`src/rtl/dma_split_pkg.sv`:
```
package dma_split_pkg;

  // Length of the next chunk: the smaller of what is left and the cap.
  function automatic logic [31:0] chunk_of(input logic [31:0] rem, input logic [31:0] cap);
    return (rem > cap) ? cap : rem;
  endfunction

  // Binary index of the set bit of a one-hot vector (0 when empty).
  function automatic logic [31:0] onehot_idx(input logic [31:0] oh);
    logic [31:0] r;
    r = '0;
    for (int i = 0; i < 32; i++) begin
      if (oh[i]) r = r | 32'(i);
    end
    return r;
  endfunction

  // Rotating pick: first requester after position last, wrapping.
  function automatic logic [31:0] rotate_pick(input logic [31:0] req, input int last, input int n);
    logic [31:0] g;
    logic        found;
    g = '0;
    found = 1'b0;
    for (int k = 1; k <= 32; k++) begin
      if (k <= n) begin
        int idx;
        idx = (last + k) % n;
        if (!found && req[idx]) begin
          g[idx] = 1'b1;
          found = 1'b1;
        end
      end
    end
    return g;
  endfunction

endpackage

```
`src/rtl/dma_chan_cmd.sv`:
```
module dma_chan_cmd
  import dma_split_pkg::*;
#(
  parameter int AW        = 32,
  parameter int SW        = 16,
  parameter int MAX_CHUNK = 256,
  parameter int LW        = 9
) (
  input  logic          clk,
  input  logic          rst_n,
  input  logic          cmd_valid,
  input  logic [AW-1:0] cmd_addr,
  input  logic [SW-1:0] cmd_size,
  output logic          cmd_ready,
  input  logic [SW-1:0] avail,
  input  logic          take,
  output logic          req_ok,
  output logic [AW-1:0] nxt_addr,
  output logic [LW-1:0] nxt_len,
  output logic          done_pulse
);

  logic          pend_q;
  logic [AW-1:0] addr_q;
  logic [SW-1:0] rem_q;
  logic          done_q;
  logic [SW-1:0] size_w;
  logic          load;

  assign size_w    = cmd_size & ~SW'(3);
  assign cmd_ready = !pend_q;
  assign load      = cmd_valid && !pend_q && (size_w != '0);

  assign nxt_len   = LW'(chunk_of(32'(rem_q), 32'(MAX_CHUNK)));
  assign nxt_addr  = addr_q;
  assign req_ok    = pend_q && (avail >= SW'(nxt_len));
  assign done_pulse = done_q;

  always_ff @(posedge clk) begin
    if (!rst_n) begin
      pend_q <= 1'b0;
      addr_q <= '0;
      rem_q  <= '0;
      done_q <= 1'b0;
    end else begin
      done_q <= 1'b0;
      if (load) begin
        pend_q <= 1'b1;
        addr_q <= cmd_addr;
        rem_q  <= size_w;
      end else if (take && pend_q) begin
        addr_q <= addr_q + AW'(nxt_len);
        rem_q  <= rem_q - SW'(nxt_len);
        if (rem_q == SW'(nxt_len)) begin
          pend_q <= 1'b0;
          done_q <= 1'b1;
        end
      end
    end
  end

endmodule

```
`src/rtl/dma_arb_policy.sv`:
```
module dma_arb_policy
  import dma_split_pkg::*;
#(
  parameter int NCH    = 4,
  parameter int POLICY = 0
) (
  input  logic           clk,
  input  logic           rst_n,
  input  logic [NCH-1:0] req_vec,
  input  logic           advance,
  output logic [NCH-1:0] gnt
);

  localparam int IW = (NCH > 1) ? $clog2(NCH) : 1;

  generate
    if (POLICY == 0) begin : g_fixed
      always_comb begin
        gnt = '0;
        for (int i = NCH - 1; i >= 0; i--) begin
          if (req_vec[i]) gnt = NCH'(1) << i;
        end
      end
    end else begin : g_rotate
      logic [IW-1:0] last_q;
      always_comb gnt = NCH'(rotate_pick(32'(req_vec), int'(last_q), NCH));
      always_ff @(posedge clk) begin
        if (!rst_n) begin
          last_q <= IW'(NCH - 1);
        end else if (advance && (gnt != '0)) begin
          last_q <= IW'(onehot_idx(32'(gnt)));
        end
      end
    end
  endgenerate

endmodule

```
`src/rtl/dma_data_mux.sv`:
```
module dma_data_mux #(
  parameter int NCH = 4,
  parameter int DW  = 32
) (
  input  logic [NCH-1:0]    sel,
  input  logic [NCH*DW-1:0] lanes,
  output logic [DW-1:0]     out
);

  always_comb begin
    out = '0;
    for (int i = 0; i < NCH; i++) begin
      out = out | (lanes[i*DW +: DW] & {DW{sel[i]}});
    end
  end

endmodule

```
`src/rtl/dma_split_arb.sv`:
```
module dma_split_arb
  import dma_split_pkg::*;
#(
  parameter int NCH       = 4,
  parameter int AW        = 32,
  parameter int SW        = 16,
  parameter int DW        = 32,
  parameter int MAX_CHUNK = 256,
  parameter int POLICY    = 0,
  parameter int LW        = $clog2(MAX_CHUNK) + 1,
  parameter int IW        = (NCH > 1) ? $clog2(NCH) : 1
) (
  input  logic              clk,
  input  logic              rst_n,
  input  logic [NCH-1:0]    cmd_valid_i,
  input  logic [NCH*AW-1:0] cmd_addr_i,
  input  logic [NCH*SW-1:0] cmd_size_i,
  output logic [NCH-1:0]    cmd_ready_o,
  input  logic [NCH*SW-1:0] chan_avail_i,
  input  logic [NCH*DW-1:0] chan_data_i,
  output logic [NCH-1:0]    cmd_done_o,
  output logic              req_valid_o,
  input  logic              req_ready_i,
  output logic [AW-1:0]     req_addr_o,
  output logic [LW-1:0]     req_len_o,
  output logic [IW-1:0]     req_chan_o,
  input  logic              req_done_i,
  output logic [NCH-1:0]    gnt_o,
  output logic [DW-1:0]     req_data_o
);

  logic [NCH-1:0]    valid_vec;
  logic [NCH-1:0]    arb_gnt;
  logic [NCH-1:0]    take;
  logic [NCH*AW-1:0] ch_addr;
  logic [NCH*LW-1:0] ch_len;
  logic [NCH-1:0]    grant_q;
  logic              busy_q;
  logic              free_w;
  logic              issue;
  logic [SW-1:0]     iss_avail;

  genvar gi;
  generate
    for (gi = 0; gi < NCH; gi++) begin : g_ch
      dma_chan_cmd #(
        .AW(AW), .SW(SW), .MAX_CHUNK(MAX_CHUNK), .LW(LW)
      ) u_cmd (
        .clk        (clk),
        .rst_n      (rst_n),
        .cmd_valid  (cmd_valid_i[gi]),
        .cmd_addr   (cmd_addr_i[gi*AW +: AW]),
        .cmd_size   (cmd_size_i[gi*SW +: SW]),
        .cmd_ready  (cmd_ready_o[gi]),
        .avail      (chan_avail_i[gi*SW +: SW]),
        .take       (take[gi]),
        .req_ok     (valid_vec[gi]),
        .nxt_addr   (ch_addr[gi*AW +: AW]),
        .nxt_len    (ch_len[gi*LW +: LW]),
        .done_pulse (cmd_done_o[gi])
      );
      assign take[gi] = issue && arb_gnt[gi];
    end
  endgenerate

  dma_arb_policy #(.NCH(NCH), .POLICY(POLICY)) u_arb (
    .clk     (clk),
    .rst_n   (rst_n),
    .req_vec (valid_vec),
    .advance (issue),
    .gnt     (arb_gnt)
  );

  assign free_w      = !busy_q || req_done_i;
  assign req_valid_o = free_w && (valid_vec != '0);
  assign issue       = req_valid_o && req_ready_i;

  always_comb begin
    req_addr_o = '0;
    req_len_o  = '0;
    iss_avail  = '0;
    for (int i = 0; i < NCH; i++) begin
      if (arb_gnt[i]) begin
        req_addr_o = req_addr_o | ch_addr[i*AW +: AW];
        req_len_o  = req_len_o  | ch_len[i*LW +: LW];
        iss_avail  = iss_avail  | chan_avail_i[i*SW +: SW];
      end
    end
  end

  assign req_chan_o = IW'(onehot_idx(32'(arb_gnt)));

  always_ff @(posedge clk) begin
    if (!rst_n) begin
      busy_q  <= 1'b0;
      grant_q <= '0;
    end else if (issue) begin
      busy_q  <= 1'b1;
      grant_q <= arb_gnt;
    end else if (req_done_i) begin
      busy_q  <= 1'b0;
      grant_q <= '0;
    end
  end

  assign gnt_o = grant_q;

  dma_data_mux #(.NCH(NCH), .DW(DW)) u_mux (
    .sel   (grant_q),
    .lanes (chan_data_i),
    .out   (req_data_o)
  );

endmodule

```
`config.mk`:
```
export PLATFORM = sky130hd
export DESIGN_NAME = dma_split_arb
export DESIGN_NICKNAME = d
export VERILOG_FILES = /design/src/rtl/dma_split_pkg.sv /design/src/rtl/dma_chan_cmd.sv /design/src/rtl/dma_arb_policy.sv /design/src/rtl/dma_data_mux.sv /design/src/rtl/dma_split_arb.sv
export SDC_FILE = /design/constraint.sdc
export NUM_CORES = 1
export LEC_CHECK = 0
export ABC_CLOCK_PERIOD_IN_PS = 4600
export BUFFER_PORTS_ARGS = -buffer_cell sky130_fd_sc_hd__buf_2
export CORE_ASPECT_RATIO = 0.7
export CORE_MARGIN = 2
export CORE_UTILIZATION = 40
export CTS_CLUSTER_DIAMETER = 80
export DETAILED_ROUTE_END_ITERATION = 8
export HOLD_SLACK_MARGIN = 0.08
export PLACE_DENSITY = 0.66
export SLEW_MARGIN = 20
export SYNTH_ARGS = -nofsm -noshare
export SYNTH_HDL_FRONTEND = slang
export SYNTH_SLANG_ARGS = --single-unit
```
`constraint.sdc`:
```
create_clock -name clk -period 4.6 [get_ports clk]
set_clock_uncertainty 0.1 [all_clocks]
set_input_delay 0.46 -clock clk [delete_from_list [all_inputs] [get_ports clk]]
set_output_delay 0.46 -clock clk [all_outputs]
set_load 0.005 [all_outputs]
```
# Yosys cells after proc, flatten, opt, wreduce, memory -nomap -nowiden
# Cells that the tools add are included.
# Widths: inputs -> output; s select.
# word_totals
register_bits,205
latchBits,0
ramBits,0
rom_bits,0
out_inout_bits,88
elab_cells,169
mem_count,0
# classes
addsub,8
mul,0
div_mod_pow,0
magnitude_cmp,8
eq_ne,4
shifts,0
mux,55
n_bitwise,18
reduce_logical,54
# ops
cell,count
$mux 32,12
$or 32x32->32,6
$add 32x9->32,4
$and 32x32->32,4
$mux 16,8
$mux 9,8
$eq 16x9->1,4
$ge 16x9->1,4
$gt 16x9->1 const B,4
$reduce_bool 16->1,4
$sub 16x9->16,4
$or 9x9->9,3
$mux 4,6
$logic_and 1x1->1,22
$mux 1,19
$reduce_bool 2->1,9
$reduce_or 3->1,4
$reduce_and 2->1,4
$reduce_or 2->1,4
$logic_not 1->1,5
$not 1->1,5
$mux 2,2
$reduce_bool 4->1,1
$logic_or 1x1->1,1

# Logic depth before layout (Yosys ltp)
# depth
depth_word,15
mapped_depth,18
depth_no_buf,15

# Modules after synthesis
# Synthesis repeated with hierarchy kept, for this count alone.
# hier_totals
cells_unflattened,2063
hier_area_um2,15820.2
# by_module_without_submodules
mod,n_inst,cells_each,area_per_inst_um2,seq_area_each_um2
dma_chan_cmd (g_ch[1].u_cmd ...),3,447,3493.4,1001.0
dma_chan_cmd (g_ch[0].u_cmd),1,437,3457.1,1001.0
dma_split_arb,1,173,1138.6,100.1
dma_data_mux,1,108,705.7,0.0
dma_arb_policy,1,4,38.8,0.0

# Worst setup path after synthesis
# OpenSTA, ideal clock, no wires.
# synth_timing
path_kind,reg-to-output
from,register g_ch[2].u_cmd.rem_q[2]
to,output req_len_o[3]
t_arrival_ns,4.398
required_time_ns,4.040
path_slack_ns,-0.358
path_stages_with_launch,16
cell_sequence,dfxtp_1 > or4_1 > or2_2 > o41ai_1 > and2_1 > clkbuf_1 > nand2_1 > ha_1 > a21o_1 > a221oi_1 > o21ai_0 > a31oi_1 > nand2_1 > nor3_1 > clkbuf_1 > a221o_1
# synth_between
elab_chain_len,14
# synth_rtl
item,line,source
start: declaration,dma_chan_cmd.sv:25,logic [SW-1:0] rem_q;
start signal: assignment,dma_chan_cmd.sv:50,rem_q <= size_w;
start signal: assignment,dma_chan_cmd.sv:53,rem_q <= rem_q - SW'(nxt_len);
$gt 16x9->1,dma_split_pkg.sv:5,return (rem > cap) ? cap : rem;
$mux 9 *,dma_split_pkg.sv:5,
$ge 16x9->1,dma_chan_cmd.sv:36,assign req_ok = pend_q && (avail >= SW'(nxt_len));
$logic_and 1x1->1,dma_chan_cmd.sv:36,
$mux 4 (3 in a row),dma_arb_policy.sv:21,if (req_vec[i]) gnt = NCH'(1) << i;
$mux 9,dma_split_arb.sv:83,if (arb_gnt[i]) begin
$or 9x9->9,dma_split_arb.sv:85,req_len_o = req_len_o | ch_len[i*LW +: LW];
$mux 9,dma_split_arb.sv:83,
$or 9x9->9,dma_split_arb.sv:85,
$mux 9,dma_split_arb.sv:83,
$or 9x9->9,dma_split_arb.sv:85,
$mux 9 *,dma_split_arb.sv:83,
end: declaration,dma_split_arb.sv:25,"output logic [LW-1:0] req_len_o,"
# Every way passes the cells marked *; elsewhere a longest branch is shown, timed or not.

# Worst setup path in the final report
# Same ends and word-level chain as after synthesis.

==> run_results.csv <==
group,metric,value,unit
global_route,grt_pass1_vias,16100,
sta,setup-tns-final,-14960,ps
critical_path,start_kind,"flip-flop",
synthesis,yosys.area.top_type_share,27.9,%
synthesis,async_flop_share,0,%
clock_network,cts_buffer_depth,3,
finish,final_nets,2997,
global_route,grt_pass1_wl,97600,um
critical_path,crit_type,"reg2out",
routing,drt_iter0_drc,2011,
routing,vias,18200,
hold_path,min_from,"cmd_addr_i[89]",
floorplanning,die_height,164,um
clock_network,htreeDepth,1,
routing,firstDrtPassIters,6,
floorplanning,rows,58,
place,place_area,18300,um2
power_and_ir_drop,p_per_area,284,nW/um2
synthesis,syn-cell-area,14700,um2
critical_path,worstReg2RegStart,"g_ch[2].u_cmd.rem_q[2]",
flow_run,max_cap_viol_count,0,
sta,fin_crit_sh,109,%
floorplanning,start_util,40.8,%
floorplanning,io_pins,480,
place,gp_congestion,1.03,
clock_network,numCtsBuffers,22,
synthesis,ys_ff_latch,205,
critical_path,crit_arrival,4470,ps
power_and_ir_drop,vdd_ir_drop_max,0.233,mV
sta,slew_headroom,36.5,%
synthesis,ys_warn_count,0,
critical_path,required,4040,ps
finish,syn2layout_area_growth,36.5,%
run_status,outcome,"finished, violations left",
synthesis,synth_flop_cell,"dfxtp_1",
run_status,violations,"setup timing",
critical_path,endpoint_kind,"primary output",
power_and_ir_drop,leakage,8.55,nW
sta,setup_slack,-433,ps
synthesis,synth_edf_count,0,
floorplanning,core_area,36100,um2
global_route,grt_start_max_net_pins,72,
global_route,grt_overflow_total,0,
synthesis,seq_area_frac_synth,27.9,%
finish,fin_area,20100,um2
global_route,grt_use_total,33.3,%
routing,routed_wl,67700,um
place,dp.cells,2935,
synthesis,yosysUniqueCellTypes,75,
clock_network,numClockSinks,205,
global_route,antenna_found_initial,2,
sta,min_period,5030,ps
synthesis,syn_avg_cell_area,7.40,um2
clock_network,clk_latency,540,ps
routing,ant_nets,0,
synthesis,synth_most_common_cell,"nand2_1",
clock_network,path_clk_slew,70,ps
clock_network,root_buffer,"clkbuf_16",
finish,layoutNonFillerInstCount,3021,
sta,clock.fmax,199,MHz
routing,via_per_inst,6.03,
synthesis,synth.top_cells.by_area,"dfxtp_1 (28%), a22oi_1 (8.0%), nand2_1 (6.6%), ha_1 (6.5%), a21oi_1 (5.9%)",
place,dp_hpwl,52000,um
routing,post_drt_wl_per_cell,22.4,um
sta,setup_viol,55,
hold_path,hold_class,"in2reg",
synthesis,yosysTopAreaCell,"dfxtp_1",
synthesis,netlist_top_cells_count,"nand2_1 (257), dfxtp_1 (205), a21oi_1 (172), o21ai_0 (161), a22oi_1 (157)",
floorplanning,dieWidth,233,um
critical_path,crit_start,"g_ch[2].u_cmd.rem_q[2]",
critical_path,path_max_fanout,9,
floorplanning,die_area,38300,um2
sta,tightest_slew,952,ps
sta,report.final.hold_viol_count,0,
routing,drc,0,
place,numPortBuffers,471,
clock_network,cts_tree,"yes",
sta,slew_viol_final,0,
synthesis,synthCells,1988,
finish,drive_above_1_share,31.3,%
sta,rsz0062_at_grt,"true",
## critical path, stage by stage (launching register included)
cell	delay, ps
dfxtp_2	330
or4_4	550
or2_4	260
o41ai_4	220
and2_4	260
nand2_4	70
ha_4	230
a21o_1	190
a221oi_4	320
o21ai_2	110
a31oi_4	250
buf_6	140
nand2_4	60
nor3_4	270
buf_6	160
buf_6	130
a221o_1	240
buf_2	150
## cell families (layout without fill, tap and decap cells)
| kind of cell | after synthesis | in the layout | share of synthesized area [%] |
|---|---|---|---|
| AO/OA/AOI/OAI | 707 | 707 | 31.0 |
| AND/OR/NAND/NOR | 701 | 701 | 23.3 |
| other | 1 | 5 | 0.0255 |
| XOR/XNOR | 76 | 76 | 4.53 |
| adder cells (fa/ha/maj) | 80 | 80 | 7.01 |
| buffers and inverters | 212 | 761 | 5.76 |
| flip-flops | 205 | 205 | 27.9 |
| multiplexers | 6 | 6 | 0.442 |
## report_power, final
| part | total, mW | internal, mW | switching [mW] |
|---|---|---|---|
| sequential | 2.15 | 1.91 | 0.234 |
| combinational | 1.71 | 0.765 | 0.943 |
| clock | 1.85 | 1.05 | 0.801 |
| total | 5.71 | 3.73 | 1.98 |
## registers in the layout, indices dropped and copies added (netlist names)
signal and count:
g_ch.u_cmd.nxt_addr 128, g_ch.u_cmd.pend_q 4, busy_q 1, gnt_o 4, g_ch.u_cmd.done_pulse 4, g_ch.u_cmd.rem_q 64
## cell usage in the layout (no fill, tap or decap), types with 16 or more instances in the layout
| master | n |
|---|---|
| a211oi_1 | 22 |
| a22oi_1 | 142 |
| nand3_1 | 41 |
| nor3_1 | 41 |
| buf_4 | 138 |
| or3_1 | 20 |
| inv_1 | 69 |
| a31oi_1 | 35 |
| clkbuf_16 | 23 |
| xnor2_1 | 61 |
| a21oi_1 | 165 |
| o21ai_0 | 133 |
| ha_1 | 71 |
| o211ai_1 | 26 |
| buf_2 | 470 |
| nor2_1 | 139 |
| nor4_1 | 36 |
| dfxtp_1 | 201 |
| dlygate4sd3_1 | 18 |
| a21o_1 | 16 |
| and3_1 | 21 |
| nand4_1 | 25 |
| nand2_1 | 247 |
## area by class of cell
type	count	area [um2]
fill	3465	16000
clock inverter	5	50.0
timing repair buffer	652	3970
multi-input combinational	1574	10400
antenna	1	2.50
tap	480	601
inverter	70	268
clock buffer	34	667
sequential	205	4110
## per-layer routing
metal,vias to the layer above,part of all wire [%],global-route usage (%)
met2,937,42,47.2
met4,2,4.4,13.5
met5,-,0.015,0
met3,151,9.3,6.53
li1,8484,-,-
met1,8650,45,48.7
## per-stage QoR
step	hold slack (ps)	util [%]	worst slack [ps]	power (mW)
after floorplan	338	-	-40.3	2.92
after global placement	353	50.7	-373	3.65
after detailed placement	359	50.7	-456	3.67
after CTS	80.5	54.5	-454	5.62
after global routing	87.5	55.7	-568	5.93
final	92.1	55.7	-433	5.71
## final timing paths
kind	slack [ps]	cells after the start	end
setup / recovery	-430	17	req_len_o[3]
hold reg to reg	360	2	g_ch[1].u_cmd.rem_q[13]
setup reg to reg	-110	18	g_ch[2].u_cmd.nxt_addr[29]
hold / removal	90	3	g_ch[2].u_cmd.nxt_addr[25]
## repair_timing
action | CTS | global route
cloned | 3 | 1
gates resized for setup | 74 | 87
pin swaps | 24 | 31
endpoints found under the hold margin | 18 | 0
setup buffers | 14 | 12
setup endpoints to repair | 61 | 103
hold buffers | 18 | 0
(Power assumes the default switching activity.)
